File: src/rtl/pmo_pkg.sv
package pmo_pkg;
  localparam int unsigned STATES   = 64;
  localparam int unsigned BRANCHES = 16;
  localparam int unsigned CLUSTERS = 4;
  localparam int unsigned CL_SIZE  = STATES / CLUSTERS;
  localparam int unsigned GR_SIZE  = BRANCHES / CLUSTERS;
  localparam int unsigned PAR_SIZE = BRANCHES / 2;
endpackage

File: src/rtl/pmo_min4.sv
// 4-input minimum, ties resolve to the lower lane
module pmo_min4 #(
  parameter int unsigned W = 10
) (
  input  logic [3:0][W-1:0] d_i,
  output logic [W-1:0]      m_o
);
  logic [W-1:0] lo, hi;
  always_comb begin
    lo  = (d_i[1] < d_i[0]) ? d_i[1] : d_i[0];
    hi  = (d_i[3] < d_i[2]) ? d_i[3] : d_i[2];
    m_o = (hi < lo) ? hi : lo;
  end
endmodule

File: src/rtl/pmo_sat_add.sv
module pmo_sat_add #(
  parameter int unsigned W = 10
) (
  input  logic [W-1:0] a_i,
  input  logic [W-1:0] b_i,
  output logic [W-1:0] y_o
);
  logic [W:0] sum;
  always_comb begin
    sum = {1'b0, a_i} + {1'b0, b_i};
    y_o = sum[W] ? {W{1'b1}} : sum[W-1:0];
  end
endmodule

File: src/rtl/pmo_stage1.sv
// Stage 1: class minima of step n-2 metrics extended by step n-1 group minima
module pmo_stage1 import pmo_pkg::*; #(
  parameter int unsigned MW = 10
) (
  input  logic                          clk_i,
  input  logic                          rst_ni,
  input  logic                          valid_i,
  input  logic [STATES-1:0][MW-1:0]     pm_i,
  input  logic [BRANCHES-1:0][MW-1:0]   bm_i,
  output logic                          vld_o,
  output logic [MW-1:0]                 cand_a_o,
  output logic [MW-1:0]                 cand_b_o
);
  localparam int unsigned L1 = CL_SIZE / 4;

  logic [CLUSTERS-1:0][MW-1:0] cl_min, gr_min, sum_a, sum_b;
  logic [MW-1:0] cand_a_d, cand_b_d;

  for (genvar c = 0; c < CLUSTERS; c++) begin : g_cl
    localparam int unsigned SWP = (c < 2) ? (c ^ 1) : c;
    logic [L1-1:0][MW-1:0] lvl1;

    for (genvar q = 0; q < L1; q++) begin : g_l1
      pmo_min4 #(.W(MW)) u_l1 (
        .d_i({pm_i[CLUSTERS*(4*q+3)+c], pm_i[CLUSTERS*(4*q+2)+c],
              pm_i[CLUSTERS*(4*q+1)+c], pm_i[CLUSTERS*(4*q)+c]}),
        .m_o(lvl1[q])
      );
    end

    pmo_min4 #(.W(MW)) u_l2 (.d_i(lvl1), .m_o(cl_min[c]));

    pmo_min4 #(.W(MW)) u_gr (
      .d_i({bm_i[CLUSTERS*3+c], bm_i[CLUSTERS*2+c], bm_i[CLUSTERS+c], bm_i[c]}),
      .m_o(gr_min[c])
    );

    pmo_sat_add #(.W(MW)) u_sa (.a_i(cl_min[c]), .b_i(gr_min[c]),   .y_o(sum_a[c]));
    pmo_sat_add #(.W(MW)) u_sb (.a_i(cl_min[c]), .b_i(gr_min[SWP]), .y_o(sum_b[c]));
  end

  pmo_min4 #(.W(MW)) u_ca (.d_i(sum_a), .m_o(cand_a_d));
  pmo_min4 #(.W(MW)) u_cb (.d_i(sum_b), .m_o(cand_b_d));

  always_ff @(posedge clk_i or negedge rst_ni) begin
    if (!rst_ni) begin
      vld_o    <= 1'b0;
      cand_a_o <= '0;
      cand_b_o <= '0;
    end else begin
      vld_o <= valid_i;
      if (valid_i) begin
        cand_a_o <= cand_a_d;
        cand_b_o <= cand_b_d;
      end
    end
  end
endmodule

File: src/rtl/pmo_stage2.sv
// Stage 2: extend candidates with step n parity minima, pick, add offset
module pmo_stage2 import pmo_pkg::*; #(
  parameter int unsigned MW = 10
) (
  input  logic                          clk_i,
  input  logic                          rst_ni,
  input  logic                          vld_i,
  input  logic [MW-1:0]                 cand_a_i,
  input  logic [MW-1:0]                 cand_b_i,
  input  logic [BRANCHES-1:0][MW-1:0]   bm_i,
  input  logic [MW-1:0]                 thr_i,
  output logic                          vld_o,
  output logic [MW-1:0]                 thr_o
);
  logic [1:0][MW-1:0] cand, par_min, path;
  logic [MW-1:0] best, thr_d;

  assign cand = {cand_b_i, cand_a_i};

  // p = 0: even lanes, p = 1: odd lanes
  for (genvar p = 0; p < 2; p++) begin : g_par
    logic [1:0][MW-1:0] half;
    for (genvar h = 0; h < 2; h++) begin : g_half
      localparam int unsigned B = 8 * h + p;
      pmo_min4 #(.W(MW)) u_h (
        .d_i({bm_i[B+6], bm_i[B+4], bm_i[B+2], bm_i[B]}),
        .m_o(half[h])
      );
    end
    assign par_min[p] = (half[1] < half[0]) ? half[1] : half[0];
    pmo_sat_add #(.W(MW)) u_ext (.a_i(cand[p]), .b_i(par_min[p]), .y_o(path[p]));
  end

  assign best = (path[1] < path[0]) ? path[1] : path[0];

  pmo_sat_add #(.W(MW)) u_thr (.a_i(best), .b_i(thr_i), .y_o(thr_d));

  always_ff @(posedge clk_i or negedge rst_ni) begin
    if (!rst_ni) begin
      vld_o <= 1'b0;
      thr_o <= '0;
    end else begin
      vld_o <= vld_i;
      if (vld_i) thr_o <= thr_d;
    end
  end
endmodule

File: src/rtl/pm_thresh_precomp.sv
module pm_thresh_precomp import pmo_pkg::*; #(
  parameter int unsigned MW = 10
) (
  input  logic                   clk_i,
  input  logic                   rst_ni,
  input  logic                   valid_i,
  input  logic [STATES*MW-1:0]   pm_i,
  input  logic [BRANCHES*MW-1:0] bm_prev_i,
  input  logic [BRANCHES*MW-1:0] bm_cur_i,
  input  logic [MW-1:0]          thr_i,
  output logic                   valid_o,
  output logic [MW-1:0]          thr_o
);
  logic [STATES-1:0][MW-1:0]   pm_arr;
  logic [BRANCHES-1:0][MW-1:0] bmp_arr, bmc_arr;
  logic          s1_vld;
  logic [MW-1:0] s1_cand_a, s1_cand_b;

  assign pm_arr  = pm_i;
  assign bmp_arr = bm_prev_i;
  assign bmc_arr = bm_cur_i;

  pmo_stage1 #(.MW(MW)) u_s1 (
    .clk_i   (clk_i),
    .rst_ni  (rst_ni),
    .valid_i (valid_i),
    .pm_i    (pm_arr),
    .bm_i    (bmp_arr),
    .vld_o   (s1_vld),
    .cand_a_o(s1_cand_a),
    .cand_b_o(s1_cand_b)
  );

  pmo_stage2 #(.MW(MW)) u_s2 (
    .clk_i   (clk_i),
    .rst_ni  (rst_ni),
    .vld_i   (s1_vld),
    .cand_a_i(s1_cand_a),
    .cand_b_i(s1_cand_b),
    .bm_i    (bmc_arr),
    .thr_i   (thr_i),
    .vld_o   (valid_o),
    .thr_o   (thr_o)
  );
endmodule

File: config.mk
export PLATFORM = sky130hd
export DESIGN_NAME = pm_thresh_precomp
export DESIGN_NICKNAME = d
export VERILOG_FILES = /design/src/rtl/pmo_pkg.sv /design/src/rtl/pmo_min4.sv /design/src/rtl/pmo_sat_add.sv /design/src/rtl/pmo_stage1.sv /design/src/rtl/pmo_stage2.sv /design/src/rtl/pm_thresh_precomp.sv
export SDC_FILE = /design/constraint.sdc
export NUM_CORES = 2
export LEC_CHECK = 0
export BUFFER_PORTS_ARGS = -buffer_cell sky130_fd_sc_hd__buf_2
export CAP_MARGIN = 20
export CORE_AREA = 10 10 372 374
export CTS_BUF_LIST = sky130_fd_sc_hd__clkbuf_2 sky130_fd_sc_hd__clkbuf_4 sky130_fd_sc_hd__clkbuf_8
export CTS_CLUSTER_SIZE = 12
export DETAILED_ROUTE_END_ITERATION = 12
export DIE_AREA = 0 0 382 384
export PLACE_DENSITY = 0.59
export SKIP_LAST_GASP = 1
export SLEW_MARGIN = 20
export SYNTH_ARGS = -nofsm -noshare
export SYNTH_HDL_FRONTEND = slang
export SYNTH_HIERARCHICAL = 1
export SYNTH_SLANG_ARGS = --single-unit
File: constraint.sdc
create_clock -name clk_i -period 7.9 [get_ports clk_i]
set_clock_uncertainty 0.2 [all_clocks]
set_input_delay 0.395 -clock clk_i [delete_from_list [all_inputs] [get_ports clk_i]]
set_output_delay 0.395 -clock clk_i [all_outputs]
set_load 0.01 [all_outputs]
# Yosys cells after proc, flatten, opt, wreduce, memory -nomap -nowiden
# Cells that the tools add are included.
dict set report word_totals {
  inputBits 973
  output_inout_bits 11
  elab_cells 207
  reg_bits 32
}
dict set report classes {
  magnitude_cmp 92
  mux 101
  add_sub_neg 9
}
# operator n
set ops {}
lappend ops {{10-bit 2-to-1 mux} 101}
lappend ops {{10-bit < comparator} 92}
lappend ops {{10-bit by 10-bit adder with 11-bit output} 9}

# Logic depth before layout (Yosys ltp)
dict set report depth {
  ltp_word 14
  ltp_mapped 58
  depth_no_buf 50
}

# Cells and area by module
# Netlist, hierarchy kept.
# mod cells_per_inst area_each_um2 seq_area_each_um2 n_inst
set modules_own_cells {}
lappend modules_own_cells {pmo_min4 175 1253.7 0.0 30}
lappend modules_own_cells {pmo_sat_add 60 467.9 0.0 11}
lappend modules_own_cells {pmo_stage2 142 1442.6 275.3 1}
lappend modules_own_cells {pmo_stage1 43 848.3 525.5 1}

# Worst setup path before layout
# OpenSTA, ideal clock, no wires.
dict set report synth_timing {
  path_kind {input-to-reg}
  from {input port pm_i[17]}
  to {register u_s1.cand_a_o[1]}
  n_path_buf 9
  path_stages 56
  required_ns 7.636
  slack_ns -3.759
  t_arrival_ns 11.396
  setup_time_ns 0.064
  cell_sequence {inv_1 -> ha_1 -> a211oi_1 -> nor2_1 -> nor3_2 -> and2_1 -> buf_2 -> buf_2 -> a21oi_1 -> ha_1 -> a211oi_2 -> a21oi_1 -> a221o_1 -> buf_6 -> a31oi_4 -> o221ai_4 -> a22oi_1 -> inv_1 -> [... 20 more ...] -> and3_2 -> or4_1 -> ha_1 -> nand4_1 -> or3_1 -> and2_1 -> buf_2 -> buf_2 -> a21oi_1 -> ha_1 -> a211oi_2 -> a21oi_1 -> a221o_1 -> buf_6 -> a31oi_4 -> o221ai_4 -> a22oi_1 -> mux2_4}
}
# element line_no
set synth_lines {}
lappend synth_lines {{from (decl)} pm_thresh_precomp.sv:7} ;# input logic [STATES*MW-1:0] pm_i,
lappend synth_lines {{to (signal assigned)} pmo_stage1.sv:53} ;# cand_a_o <= cand_a_d;
lappend synth_lines {{to (decl)} pmo_stage1.sv:11} ;# output logic [MW-1:0] cand_a_o,

==> results.py <==
metrics = {
    "place": {
        "dp_hpwl_um": 195000,
        "io_buffers": 983,
        "placed_area_um2": 72600,
        "gp_congestion": 1.03,
        "post-place-ws_ps": -4570,
        "dp.cells": 11199,
    },
    "global_route": {
        "grt_util_all_layers": 0.277,
        "grt_max_degree": 33,
        "grt_pass1_vias": 64498,
        "grt.busiest_layer": "met2",
        "globalRouteMet2Util": 0.515,
        "antenna_found_initial": 31,
        "gr-usage-met3": 0.0263,
        "use_met1": 0.330,
        "gr-total-overflow": 0,
        "grt_pass1_wl_um": 339000,
    },
    "job": {
        "maxCapViolCount": 0,
    },
    "clock_network": {
        "clkSlewWorstSetupHoldPaths_ps": 80,
        "worstSkewPairLatency_ps": 310,
        "numClockSinks": 32,
        "clk_path_buf_depth": 2,
        "cts-root-buf": "clkbuf_8",
        "h-tree-depth": 2,
        "cts_tree": "done",
        "numCtsBuffers": 5,
    },
    "synth": {
        "synth_mux_area_frac": 0.0191,
        "yosys.area_share.simple": 0.126,
        "synth_compound_area_frac": 0.461,
        "synth_area_leader_cell": "ha_1",
        "ys_ff_latch": 32,
        "synthAdderAreaFrac": 0.268,
        "yosysTopAreaCellShare": 0.263,
        "synth_top_family_by_area": "compound AO/OA/AOI/OAI gates",
        "yosysWarnings": 6,
        "syn_nets": 8026,
        "synth_area_leaders": "ha_1 (26%), a211oi_1 (12%), a21oi_1 (11%)",
        "synthCells": 6095,
        "synthXorXnorAreaFrac": 0.00855,
        "syn_area_um2": 45000,
        "netlist-cell-type-count": 56,
        "yosysSeqAreaShare": 0.0178,
        "avgSynthCellArea_um2": 7.39,
    },
    "min_path": {
        "min_from": "u_s2/thr_o[6]",
        "hold_path_class": "flip-flop to flip-flop",
    },
    "worst_setup_path": {
        "path_buf_inv": 11,
        "critical_path.top_delay_family": "compound AO/OA/AOI/OAI gates",
        "critical_path.startpoint": "pm_i[487]",
        "required_ps": 7890,
        "critical_path.max_stage_delay_ps": 490,
        "regToRegStartpoint": "u_s1/cand_a_o[0]",
        "critPathKind": "input port to flip-flop",
        "cp_slowest_cell": "a221o_2",
        "startpoint_type": "input port",
        "critPathCaptureType": "flip-flop",
        "path_max_fanout": 13,
        "crit_arrival_ps": 11840,
    },
    "floorplan": {
        "coreArea_um2": 131000,
        "rows": 133,
        "die_area_um2": 147000,
        "initial_core_util": 0.344,
        "fp.dieH_um": 384,
        "dieWidth_um": 382,
        "ios": 984,
    },
    "drt": {
        "post_drt_wl_per_cell_um": 19.6,
        "dr.first_iter.drc_count": 3981,
        "drc": 0,
        "viasPerCell": 5.49,
        "wl_um": 224000,
        "dr.pass1.iters": 7,
        "vias": 62950,
        "postRouteAntennaNets": 0,
    },
    "finish": {
        "regArea_um2": 801,
        "drive_gt1_frac": 0.525,
        "nNetsFinal": 11617,
        "final_cells": 11468,
        "design_area_um2": 78000,
        "nFillCells": 11988,
        "syn2layout_area_growth_pct": 73.1,
        "multi_input_area_um2": 45200,
    },
    "status": {
        "failed_checks": "negative setup slack",
        "status": "complete, but fails checks",
    },
    "sta": {
        "setup_tns_ps": -99790,
        "grt_setup_unrepaired": "true",
        "hold_viol": 0,
        "max_freq_mhz": 84.3,
        "slew_headroom": 0.434,
        "finalSetupViolCount": 30,
        "worst_pin_slew_ps": 849,
        "fin_ws_ps": -3960,
        "drv_slew": 0,
        "fin_crit_sh": 1.50,
        "fin_crit_ps": 11860,
    },
}
## path summary, 6_finish.rpt
check | endpoint | slack (ps) | cells past startpoint
worst max register to register | u_s2/thr_o[8] | 2230 | 21
max in group asynchronous | u_s1/cand_b_o[2] | 6420 | 2
worst min-delay path | u_s2/thr_o[6] | 330 | 1
worst min register to register | u_s2/thr_o[6] | 330 | 1
min in group asynchronous | u_s2/thr_o[2] | 540 | 2
worst max-delay path | u_s1/cand_a_o[5] | -3960 | 54
## Yosys cell counts (all sizes together)
library cell / n
nor2: 208
o21a: 11
buf: 272
a211oi: 778
a222oi: 30
a31oi: 60
and3: 93
nor4: 3
a41oi: 63
nor3b: 3
inv: 687
ha: 947
mux2i: 11
o22ai: 11
a311o: 11
dfrtp: 32
o21bai: 11
xor2: 33
and4: 11
o21ai: 197
o221ai: 30
mux2: 60
o211ai: 41
a211o: 30
fa: 11
nand4: 93
nand2b: 55
and2: 101
a21boi: 30
a21bo: 41
nand3: 71
or3: 41
or4: 11
a22oi: 270
nor2b: 11
nand2: 216
xnor2: 11
a41o: 11
clkbuf: 31
a21oi: 966
a21o: 306
a221o: 41
nor3: 145
## layout make-up
class                      instances  share of cell area
multi-input combinational       5092               0.580
timing repair buffer            3868               0.346
inverter                         687              0.0337
tap                             1755              0.0282
sequential                        32              0.0103
clock buffer                       5            0.000882
antenna                           26            0.000834
clock inverter                     3            0.000545
## sequential cells by signal (all words and copies together), names as in the netlist
register,cells
u_s1/cand_b_o,10
u_s2/vld_o,1
u_s1/cand_a_o,10
u_s2/thr_o,10
u_s1/vld_o,1
## cell usage in the layout, fill, tap and decap left out, drive strengths merged, types with 55 or more instances in the layout
cell type  instances
buf             3864
a21oi            966
ha               947
a211oi           778
inv              687
a21o             306
a22oi            270
nand2            216
nor2             208
o21ai            197
nor3             145
and2             106
nand4             93
and3              93
nand3             71
a41oi             63
mux2              60
a31oi             60
nand2b            55
## metrics by stage
stage,utilization,hold slack (ps)
6_report,0.596,329
5_1_grt,0.596,341
4_1_cts,0.572,326
3_5_place_dp,0.555,297
3_3_place_gp,0.555,291
2_1_floorplan,-,-101
## kinds of logic (layout without fill, tap and decap cells)
logic type / after synthesis / in the layout
buffers and inverters: 990 / 4563
multiplexers: 71 / 71
flip-flops: 32 / 32
adder cells (fa/ha/maj): 958 / 958
XOR/XNOR: 44 / 44
other: 0 / 26
AND/OR/NAND/NOR: 1062 / 1070
AO/OA/AOI/OAI: 2938 / 2949
## layer usage
| layer | share of wire | up-vias | routed length [um] |
|---|---|---|---|
| met5 | 0.00020 | - | 45 |
| met4 | 0.038 | 6 | 8510 |
| met3 | 0.044 | 460 | 9800 |
| met2 | 0.50 | 1825 | 113000 |
| met1 | 0.42 | 29696 | 93600 |
| li1 | - | 30963 | - |
## worst register-to-register path, cell delays in order (launching register included)
cell      delay, ps
dfrtp_1         460
ha_4            200
fa_2            340
a21o_1          180
and4_4          160
o211ai_2        170
nor2_1           50
or4_1           570
inv_2            90
ha_4            190
o21ai_1         130
nor2_1           80
nor4_4          310
buf_4           210
mux2_2          390
fa_2            400
a21o_1          180
and4_4          160
o211ai_2        170
nor2_1           60
or4_1           570
mux2_2          290
## repair_timing
action | CTS | global route
hold endpoints to repair | 6 | 0
pin swaps | 90 | 215
endpoints found under the setup margin | 30 | 30
buffers inserted | 107 | 103
hold buffers | 1 | 0
gates cloned | 14 | 15
resized for setup | 270 | 463
Power is not shown: default switching activity piles up to over one toggle a cycle in this logic, so the estimate is an artifact.
